File: src/rtl/regwr_dma_pkg.sv
// Shared constants and types for the register-write command DMA engine.
// Assumes 32-bit command words with a fixed header layout.
package regwr_dma_pkg;
    localparam int WORD_W  = 32;
    localparam int OFS_W   = 20;
    localparam int BE_W    = 4;
    localparam int OPC_LSB = 24;
    localparam int BE_LSB  = 20;

    localparam logic [7:0] OPC_NOP     = 8'h00;
    localparam logic [7:0] OPC_DIRECT  = 8'h01;
    localparam logic [7:0] OPC_INDEXED = 8'h09;

    // Position of the next incoming word inside the current command
    typedef enum logic [1:0] {
        PH_FIRST  = 2'd0,
        PH_HEADER = 2'd1,
        PH_DATA   = 2'd2,
        PH_PAD    = 2'd3
    } phase_e;
endpackage

File: src/rtl/regwr_dma_ctrl.sv
// Control state: enable, head/tail pointers, run flag and sticky error.
// Host writes are accepted only while idle. Head advances by one word for
// every accepted read response. Assumes pointers are byte addresses.
module regwr_dma_ctrl #(
    parameter int PTR_W = 16
) (
    input  logic             clk,
    input  logic             rst_n,
    input  logic             en_wr,
    input  logic             en_val,
    input  logic             head_wr,
    input  logic             tail_wr,
    input  logic [PTR_W-1:0] ptr_val,
    input  logic             word_acc,
    input  logic             outst,
    input  logic             bad_op,
    output logic [PTR_W-1:0] head_q,
    output logic [PTR_W-1:0] tail_q,
    output logic             run_q,
    output logic             err_q,
    output logic             start
);
    localparam logic [PTR_W-1:0] WORD_STEP = PTR_W'(4);
    localparam logic [PTR_W-1:0] ALIGN_MSK = ~PTR_W'(3);

    logic             en_q;
    logic [PTR_W-1:0] ptr_al;
    logic             idle;
    logic             drained;

    // Decode host access conditions
    always_comb begin
        ptr_al  = ptr_val & ALIGN_MSK;
        idle    = !run_q;
        start   = tail_wr && idle && en_q && !err_q && (ptr_al != head_q);
        drained = run_q && (head_q == tail_q) && !outst;
    end

    // Enable bit, written only while idle
    always_ff @(posedge clk) begin
        if (!rst_n)
            en_q <= 1'b0;
        else if (en_wr && idle)
            en_q <= en_val;
    end

    // Head pointer: host load when idle, else step per fetched word
    always_ff @(posedge clk) begin
        if (!rst_n)
            head_q <= '0;
        else if (head_wr && idle)
            head_q <= ptr_al;
        else if (word_acc)
            head_q <= head_q + WORD_STEP;
    end

    // Tail pointer, written only while idle
    always_ff @(posedge clk) begin
        if (!rst_n)
            tail_q <= '0;
        else if (tail_wr && idle)
            tail_q <= ptr_al;
    end

    // Run flag: set on start, cleared on drain or on a bad opcode
    always_ff @(posedge clk) begin
        if (!rst_n)
            run_q <= 1'b0;
        else if (bad_op)
            run_q <= 1'b0;
        else if (start)
            run_q <= 1'b1;
        else if (drained)
            run_q <= 1'b0;
    end

    // Sticky error, cleared by disabling while idle
    always_ff @(posedge clk) begin
        if (!rst_n)
            err_q <= 1'b0;
        else if (bad_op)
            err_q <= 1'b1;
        else if (en_wr && idle && !en_val)
            err_q <= 1'b0;
    end
endmodule

File: src/rtl/regwr_dma_fetch.sv
// Word fetcher with a single outstanding read. Requests the word at head
// while a run is active and head differs from tail. Assumes the memory sends
// one data strobe per accepted request, no earlier than the next cycle.
module regwr_dma_fetch #(
    parameter int PTR_W = 16
) (
    input  logic             clk,
    input  logic             rst_n,
    input  logic             run,
    input  logic [PTR_W-1:0] head,
    input  logic [PTR_W-1:0] tail,
    output logic             req_valid,
    input  logic             req_ready,
    output logic [PTR_W-1:0] req_addr,
    input  logic             rsp_valid,
    output logic             word_v,
    output logic             outst_q
);
    // Request generation and response qualification
    always_comb begin
        req_valid = run && !outst_q && (head != tail);
        req_addr  = head;
        word_v    = rsp_valid && outst_q;
    end

    // Outstanding-read tracker
    always_ff @(posedge clk) begin
        if (!rst_n)
            outst_q <= 1'b0;
        else if (req_valid && req_ready)
            outst_q <= 1'b1;
        else if (word_v)
            outst_q <= 1'b0;
    end
endmodule

File: src/rtl/regwr_dma_decode.sv
// Command decoder: walks each fetched word through the command layout and
// drives the registered register-write port. Assumes words arrive in queue
// order and that a start pulse never coincides with an incoming word.
module regwr_dma_decode
    import regwr_dma_pkg::*;
(
    input  logic              clk,
    input  logic              rst_n,
    input  logic              start,
    input  logic              word_v,
    input  logic [WORD_W-1:0] word,
    output logic              rw_valid,
    output logic [OFS_W-1:0]  rw_addr,
    output logic [WORD_W-1:0] rw_data,
    output logic [BE_W-1:0]   rw_be,
    output logic              bad_op
);
    phase_e            ph_q;
    logic [WORD_W-1:0] first_q;
    logic [WORD_W-1:0] left_q;
    logic [OFS_W-1:0]  ofs_q;
    logic              odd_q;
    logic [7:0]        opc;
    logic              known;

    // Header field extraction and opcode check
    always_comb begin
        opc    = word[WORD_W-1:OPC_LSB];
        known  = (opc == OPC_NOP) || (opc == OPC_DIRECT) || (opc == OPC_INDEXED);
        bad_op = word_v && (ph_q == PH_HEADER) && !known;
    end

    // Command phase sequencing
    always_ff @(posedge clk) begin
        if (!rst_n) begin
            ph_q    <= PH_FIRST;
            first_q <= '0;
            left_q  <= '0;
            ofs_q   <= '0;
            odd_q   <= 1'b0;
        end else if (start) begin
            ph_q <= PH_FIRST;
        end else if (word_v) begin
            unique case (ph_q)
                PH_FIRST: begin
                    first_q <= word;
                    ph_q    <= PH_HEADER;
                end
                PH_HEADER: begin
                    ph_q <= PH_FIRST;
                    if (opc == OPC_INDEXED) begin
                        ofs_q  <= word[OFS_W-1:0];
                        left_q <= first_q;
                        odd_q  <= first_q[0];
                        if (first_q != '0)
                            ph_q <= PH_DATA;
                    end
                end
                PH_DATA: begin
                    left_q <= left_q - 1'b1;
                    if (left_q == WORD_W'(1))
                        ph_q <= odd_q ? PH_PAD : PH_FIRST;
                end
                PH_PAD: ph_q <= PH_FIRST;
            endcase
        end
    end

    // Registered register-write port
    always_ff @(posedge clk) begin
        if (!rst_n) begin
            rw_valid <= 1'b0;
            rw_addr  <= '0;
            rw_data  <= '0;
            rw_be    <= '0;
        end else begin
            rw_valid <= 1'b0;
            if (word_v && ph_q == PH_HEADER && opc == OPC_DIRECT) begin
                rw_valid <= 1'b1;
                rw_addr  <= word[OFS_W-1:0];
                rw_data  <= first_q;
                rw_be    <= word[OPC_LSB-1:BE_LSB];
            end else if (word_v && ph_q == PH_DATA) begin
                rw_valid <= 1'b1;
                rw_addr  <= ofs_q;
                rw_data  <= word;
                rw_be    <= '1;
            end
        end
    end
endmodule

File: src/rtl/regwr_dma.sv
// Top of the register-write command DMA engine. Connects control, fetch and
// decode. Assumes the host follows enable, head, tail ordering and that the
// queue is laid out in even-word-aligned commands up to tail.
module regwr_dma
    import regwr_dma_pkg::*;
#(
    parameter int PTR_W = 16
) (
    input  logic              clk,
    input  logic              rst_n,
    input  logic              en_wr,
    input  logic              en_val,
    input  logic              head_wr,
    input  logic              tail_wr,
    input  logic [PTR_W-1:0]  ptr_val,
    output logic              busy,
    output logic              err,
    output logic              mem_req_valid,
    input  logic              mem_req_ready,
    output logic [PTR_W-1:0]  mem_req_addr,
    input  logic              mem_rsp_valid,
    input  logic [WORD_W-1:0] mem_rsp_data,
    output logic              rw_valid,
    output logic [OFS_W-1:0]  rw_addr,
    output logic [WORD_W-1:0] rw_data,
    output logic [BE_W-1:0]   rw_be
);
    logic [PTR_W-1:0] head_q;
    logic [PTR_W-1:0] tail_q;
    logic             run_q;
    logic             err_q;
    logic             start;
    logic             word_v;
    logic             outst;
    logic             bad_op;

    regwr_dma_ctrl #(.PTR_W(PTR_W)) u_ctrl (
        .clk      (clk),
        .rst_n    (rst_n),
        .en_wr    (en_wr),
        .en_val   (en_val),
        .head_wr  (head_wr),
        .tail_wr  (tail_wr),
        .ptr_val  (ptr_val),
        .word_acc (word_v),
        .outst    (outst),
        .bad_op   (bad_op),
        .head_q   (head_q),
        .tail_q   (tail_q),
        .run_q    (run_q),
        .err_q    (err_q),
        .start    (start)
    );

    regwr_dma_fetch #(.PTR_W(PTR_W)) u_fetch (
        .clk       (clk),
        .rst_n     (rst_n),
        .run       (run_q),
        .head      (head_q),
        .tail      (tail_q),
        .req_valid (mem_req_valid),
        .req_ready (mem_req_ready),
        .req_addr  (mem_req_addr),
        .rsp_valid (mem_rsp_valid),
        .word_v    (word_v),
        .outst_q   (outst)
    );

    regwr_dma_decode u_dec (
        .clk      (clk),
        .rst_n    (rst_n),
        .start    (start),
        .word_v   (word_v),
        .word     (mem_rsp_data),
        .rw_valid (rw_valid),
        .rw_addr  (rw_addr),
        .rw_data  (rw_data),
        .rw_be    (rw_be),
        .bad_op   (bad_op)
    );

    // Status outputs
    always_comb begin
        busy = run_q;
        err  = err_q;
    end
endmodule

File: config.mk
export PLATFORM = sky130hd
export DESIGN_NAME = regwr_dma
export DESIGN_NICKNAME = d
export VERILOG_FILES = /design/src/rtl/regwr_dma_pkg.sv /design/src/rtl/regwr_dma_ctrl.sv /design/src/rtl/regwr_dma_fetch.sv /design/src/rtl/regwr_dma_decode.sv /design/src/rtl/regwr_dma.sv
export SDC_FILE = /design/constraint.sdc
export NUM_CORES = 1
export LEC_CHECK = 0
export BUFFER_PORTS_ARGS = -buffer_cell sky130_fd_sc_hd__buf_4
export CORE_UTILIZATION = 45
export CTS_CLUSTER_SIZE = 24
export DETAILED_ROUTE_END_ITERATION = 12
export GPL_ROUTABILITY_DRIVEN = 0
export GPL_TIMING_DRIVEN = 1
export PLACE_DENSITY = 0.66
export SLEW_MARGIN = 30
export SYNTH_ARGS = -nofsm -noshare
export SYNTH_HDL_FRONTEND = slang
export SYNTH_SLANG_ARGS = --single-unit
File: constraint.sdc
create_clock -name clk -period 3.55 [get_ports clk]
set_clock_uncertainty 0.15 [all_clocks]
set_input_delay 0.5325 -clock clk [delete_from_list [all_inputs] [get_ports clk]]
set_output_delay 0.5325 -clock clk [all_outputs]
set_load 0.01 [all_outputs]
Yosys cells after proc, flatten, opt, wreduce, memory -nomap -nowiden
Cells that the tools add are included.
{ "totals": {"register_bits": 178, "latch_bits": 0, "mem_bits_rw": 0, "rom_bits": 0, "in_bits": 56, "output_inout_bits": 76, "elab_cells": 94, "n_memories": 0} }
{ "classes": {"addsub": 2, "n_mul": 0, "div_mod_pow": 0, "n_lt_le_gt_ge": 0, "n_eq_ne": 11, "shift": 0, "muxes": 23, "n_bitwise": 2, "n_reduce_logical": 40} }
{ "ops": {"columns": ["op", "count"], "rows": [
  ["32-bit 2-to-1 mux", 3],
  ["32-bit one-hot mux with 2 select lines", 1],
  ["20-bit 2-to-1 mux", 2],
  ["32-bit by 1-bit == test with 1-bit output (second input constant)", 1],
  ["16-bit 2-to-1 mux", 2],
  ["16-bit != test", 2],
  ["32-bit nonzero test", 1],
  ["32-bit by 1-bit subtractor with 32-bit output (second input constant)", 1],
  ["1-bit logical AND", 17],
  ["16-bit by 3-bit adder with 16-bit output (second input constant)", 1],
  ["16-bit == test", 1],
  ["2-bit nonzero test", 6],
  ["8-bit by 1-bit == test with 1-bit output (second input constant)", 1],
  ["8-bit by 4-bit == test with 1-bit output (second input constant)", 1],
  ["8-bit zero test", 1],
  ["1-bit 2-to-1 mux", 8],
  ["2-bit 2-to-1 mux", 4],
  ["4-bit 2-to-1 mux", 2],
  ["2-bit one-hot mux with 4 select lines", 1],
  ["4-bit AND reduction", 2],
  ["2-bit OR reduction", 3],
  ["1-bit zero test", 5],
  ["2-bit == test (second input constant)", 2],
  ["2-bit by 1-bit != test with 1-bit output (second input constant)", 2],
  ["6 further kinds", 8]
]} }

Longest topological paths before layout
{ "logic_depth": {"word_depth": 7, "ltp_mapped": 9, "mapped_depth_nobuf": 7} }

Hierarchy
A second synthesis with hierarchy kept.
{ "hier_totals": {"cells_unflattened": 1123, "area_unflattened_um2": 8774.7} }
{ "modules_own_cells": {"columns": ["module", "n_inst", "cells_per_inst", "area_per_inst_um2", "seq_area_each_um2"], "rows": [
  ["regwr_dma_decode", 1, 865, 6626.4, 2882.8],
  ["regwr_dma_ctrl", 1, 215, 1795.5, 620.6],
  ["regwr_dma_fetch", 1, 43, 352.8, 20.0]
]} }

Worst setup path after synthesis
Ideal clock, no wire load.
{ "synth_timing": {"kind": "reg-to-reg", "start": "reg u_dec.left_q[8]", "end": "reg u_dec.left_q[18]", "setup_time_ps": 132, "arrival_time_ps": 2379, "required_time_ps": 3268, "slack_ps": 889, "stages_incl_launch_ff": 9, "n_path_buf": 2, "synth_period_minus_slack_ps": 2661, "path_cell_list": "dfxtp_1 > or4_1 > buf_2 > or3_4 > or3_1 > clkbuf_2 > or3_1 > a21oi_1 > o32ai_1"} }
{ "synth_via": {"elab_chain_len": 2} }
{ "synth_lines": {"columns": ["element", "line_no", "rtl"], "rows": [
  ["start, declared", "regwr_dma_decode.sv:20", "logic [WORD_W-1:0] left_q;"],
  ["start signal, assigned", "regwr_dma_decode.sv:53", "left_q <= first_q;"],
  ["start signal, assigned", "regwr_dma_decode.sv:60", "left_q <= left_q - 1'b1;"],
  ["32-bit by 1-bit subtractor with 32-bit output", "regwr_dma_decode.sv:60", null],
  ["32-bit one-hot mux with 2 select lines", "regwr_dma_decode.sv:44", "unique case (ph_q)"]
]} }
No other way between the ends.
A chain may end at the register's enable or synchronous reset.

Worst setup path after layout
{ "layout_timing": {"start": "reg u_dec.left_q[8]", "end": "reg u_dec.left_q[21]"} }
Same word-level chain as after synthesis.

==> impl_metrics.csv <==
group,metric,value,unit
synthesis,synth_ff_type,"dfxtp_1",
drt,drtAntennaViolNets,0,
timing,final.period_utilization,0.794,
final_layout,nFillCells,1713,
clocking,root_buffer,"clkbuf_16",
setup_path,crit_fanout,7,
synthesis,synth.yosys.seq_area_share,0.426,
power_and_ir_drop,powerDensity,419,mW/mm^2
timing,worst_pin_slew,659,ps
clocking,cts_made_buffers,17,
global_routing,grt_max_degree,62,
worst_hold_path,hold_class,"in -> reg",
global_routing,grtUsageTotal,0.238,
synthesis,synth.most_common_cell,"nand2_1",
setup_path,cp.required,3710,ps
placement,port_buffers,127,
die,dieHeight,138,um
synthesis,yosys-top-cells-count,"nand2_1 (199), dfxtp_1 (176), nor2_1 (153), a21oi_1 (68), clkbuf_1 (60)",
die,core,0.0180,mm^2
power_and_ir_drop,p_leak,4.22,nW
synthesis,synth_seq_cells,176,
synthesis,synth_cell_types,51,
global_routing,grt_pass1_vias,6825,
synthesis,syn_inst,1039,
placement,placement.cell_area,0.00938,mm^2
setup_path,crit_path_end_kind,"flop",
global_routing,overflow,0,
timing,tns,0,ps
timing,finalHoldViolCount,0,
run,maxCapViolCount,0,
clocking,cts.path.max_buffers,2,
synthesis,async_reset_ff_frac,0,
clocking,h-tree-depth,4,
drt,routed_wl,21800,um
setup_path,crit_path_start_kind,"flop",
final_layout,n_antenna_cell,0,
final_layout,design_area,0.00996,mm^2
drt,routedWlPerCell,16.1,um
global_routing,grt_pass1_wl,35300,um
timing,fin_crit,2820,ps
clocking,clk_pin_slew,70,ps
final_layout,fin_nets,1177,
timing,final_max_slew_viol_count,0,
synthesis,synth_area_per_cell,7.96,um^2
global_routing,antenna_found_initial,0,
placement,dp_hpwl,14500,um
drt,drcViolationCount,0,
clocking,cts_tree,"done",
drt,first_pass_iters,5,
status,status,"completed",
synthesis,synth_edf_count,0,
drt,via_count,7592,
synthesis,syn-cell-area,0.00827,mm^2
die,num_io_pins,132,
final_layout,syn2layout_area_growth,20.5,%
power_and_ir_drop,vdd_drop_max,0.347,mV
synthesis,yosys_warnings,0,
timing,setup_viol,0,
clocking,clk_latency,430,ps
die,die_area,0.0189,mm^2
timing,rsz0062_at_grt,"no",
setup_path,cp.arrival,2980,ps
die,die_w,138,um
final_layout,drive_gt1_frac,0.165,
die,rows,49,
clocking,post_cts_buffers,0,
synthesis,synth_top_area_cell,"dfxtp_1",
drt,viasPerCell,5.59,
die,initial_utilization,0.460,
drt,drt-initial-drc-count,567,
setup_path,critPathKind,"reg -> reg",
timing,max_freq,0.355,GHz
clocking,cts.sinks,176,
timing,hold_slack,208,ps
clocking,cts_hold_buf,0,
synthesis,synthTopCellsByArea,"dfxtp_1 (43%), nand2_1 (9.0%), nor2_1 (6.9%), mux2i_1 (6.4%), a311oi_1 (5.5%)",
synthesis,synth_top_cell_area_share,0.426,
clocking,cts_resized,0,
timing,relSlewSlack,0.561,
## report_power, final
group,switching [mW],leakage [nW],internal (mW),total [mW]
clock network,0.805,0.276,1.06,1.86
registers,0.0415,1.42,2.00,2.04
logic,0.151,2.52,0.122,0.273
total,0.997,4.22,3.18,4.18
## registers in the layout, summed over array words and instances, names as in the netlist, 2 cells and up
signal,cells
u_dec.ofs_q,20
u_ctrl.head_q,14
u_dec.rw_be,4
u_dec.left_q,32
u_dec.rw_addr,20
u_ctrl.tail_q,14
u_dec.rw_data,32
u_dec.ph_q,2
u_dec.first_q,32
## logic make-up (layout without fill, tap and decap cells)
logic type / Yosys count / after routing / share of synthesized area
xor gates and xnor gates: 38 / 38 / 0.0403
adders and majority gates: 3 / 3 / 0.00454
other: 1 / 2 / 0.000454
buffers and inverters: 91 / 181 / 0.0448
muxes: 53 / 53 / 0.0642
DFF: 176 / 176 / 0.426
and+or+nand+nor: 459 / 459 / 0.244
AOI/OAI and AO/OA: 218 / 218 / 0.176
## critical path, stage by stage, from the launching register on
cell and delay [ps]:
dfxtp_1 370, or4_1 650, or3_4 420, or3_1 520, or3_1 340, a21oi_1 160, o22ai_1 100
## metal layers
layer  global-route usage  share of wire  routed length (um)  vias to the layer above
met5                    0              0                   0                        -
li1                     -              -                   -                     3802
met2                0.356           0.45                9740                      187
met3               0.0364          0.038                 822                       21
met1                0.348           0.50               11000                     3582
met4               0.0745          0.013                 286                        0
## per-stage QoR
| step | instances | worst slack [ps] | total power, mW | utilization |
|---|---|---|---|---|
| 3_5_place_dp | 1328 | 740 | 2.36 | 0.522 |
| 3_3_place_gp | 1327 | 768 | 2.36 | 0.521 |
| 5_1_grt | 1359 | 591 | 4.33 | 0.555 |
| 6_report | 1359 | 732 | 4.18 | 0.555 |
| 2_1_floorplan | 1040 | 889 | 2.22 | - |
| 4_1_cts | 1359 | 741 | 4.21 | 0.554 |
## placed cells by master (no fill, tap or decap), types with 3 or more instances in the layout
master	n
xor2_1	24
clkinv_2	3
a211oi_1	15
nand3_1	12
nor4_1	17
nand2b_1	11
clkinvlp_4	3
buf_4	136
o41ai_1	4
o21a_1	3
inv_6	3
ha_1	3
o32ai_1	6
and3_1	7
o21ai_0	33
a21oi_1	68
dfxtp_1	176
nand4_1	14
nand2_1	198
xnor2_1	14
a21o_1	8
or4_1	5
o22ai_1	7
nor2_1	152
a311oi_1	52
o211ai_1	4
and2_1	4
inv_1	9
o31ai_1	8
clkbuf_16	17
or3_1	11
buf_12	3
mux2i_1	53
nor3_1	10
## path summary, 6_finish.rpt
kind / endpoint / from / depth (start not counted) / slack, ps
worst max-delay path: u_dec.left_q[21] / u_dec.left_q[8] / 6 / 730
worst max register to register: u_dec.left_q[21] / u_dec.left_q[8] / 6 / 730
worst min register to register: u_ctrl.en_q / u_ctrl.en_q / 2 / 300
worst min-delay path: u_dec.first_q[20] / mem_rsp_data[20] / 3 / 210
## cell type report
class                           count  area [um^2]  area share
Inverter                           10         40.0     0.00402
Tap cell                          229          287      0.0288
Timing Repair Buffer              140         1110       0.111
Clock inverter                     12          133      0.0133
Sequential cell                   176         3520       0.354
Clock buffer                       19          443      0.0445
Multi-Input combinational cell    773         4430       0.444
No activity file was read; power rests on OpenSTA's default activity.
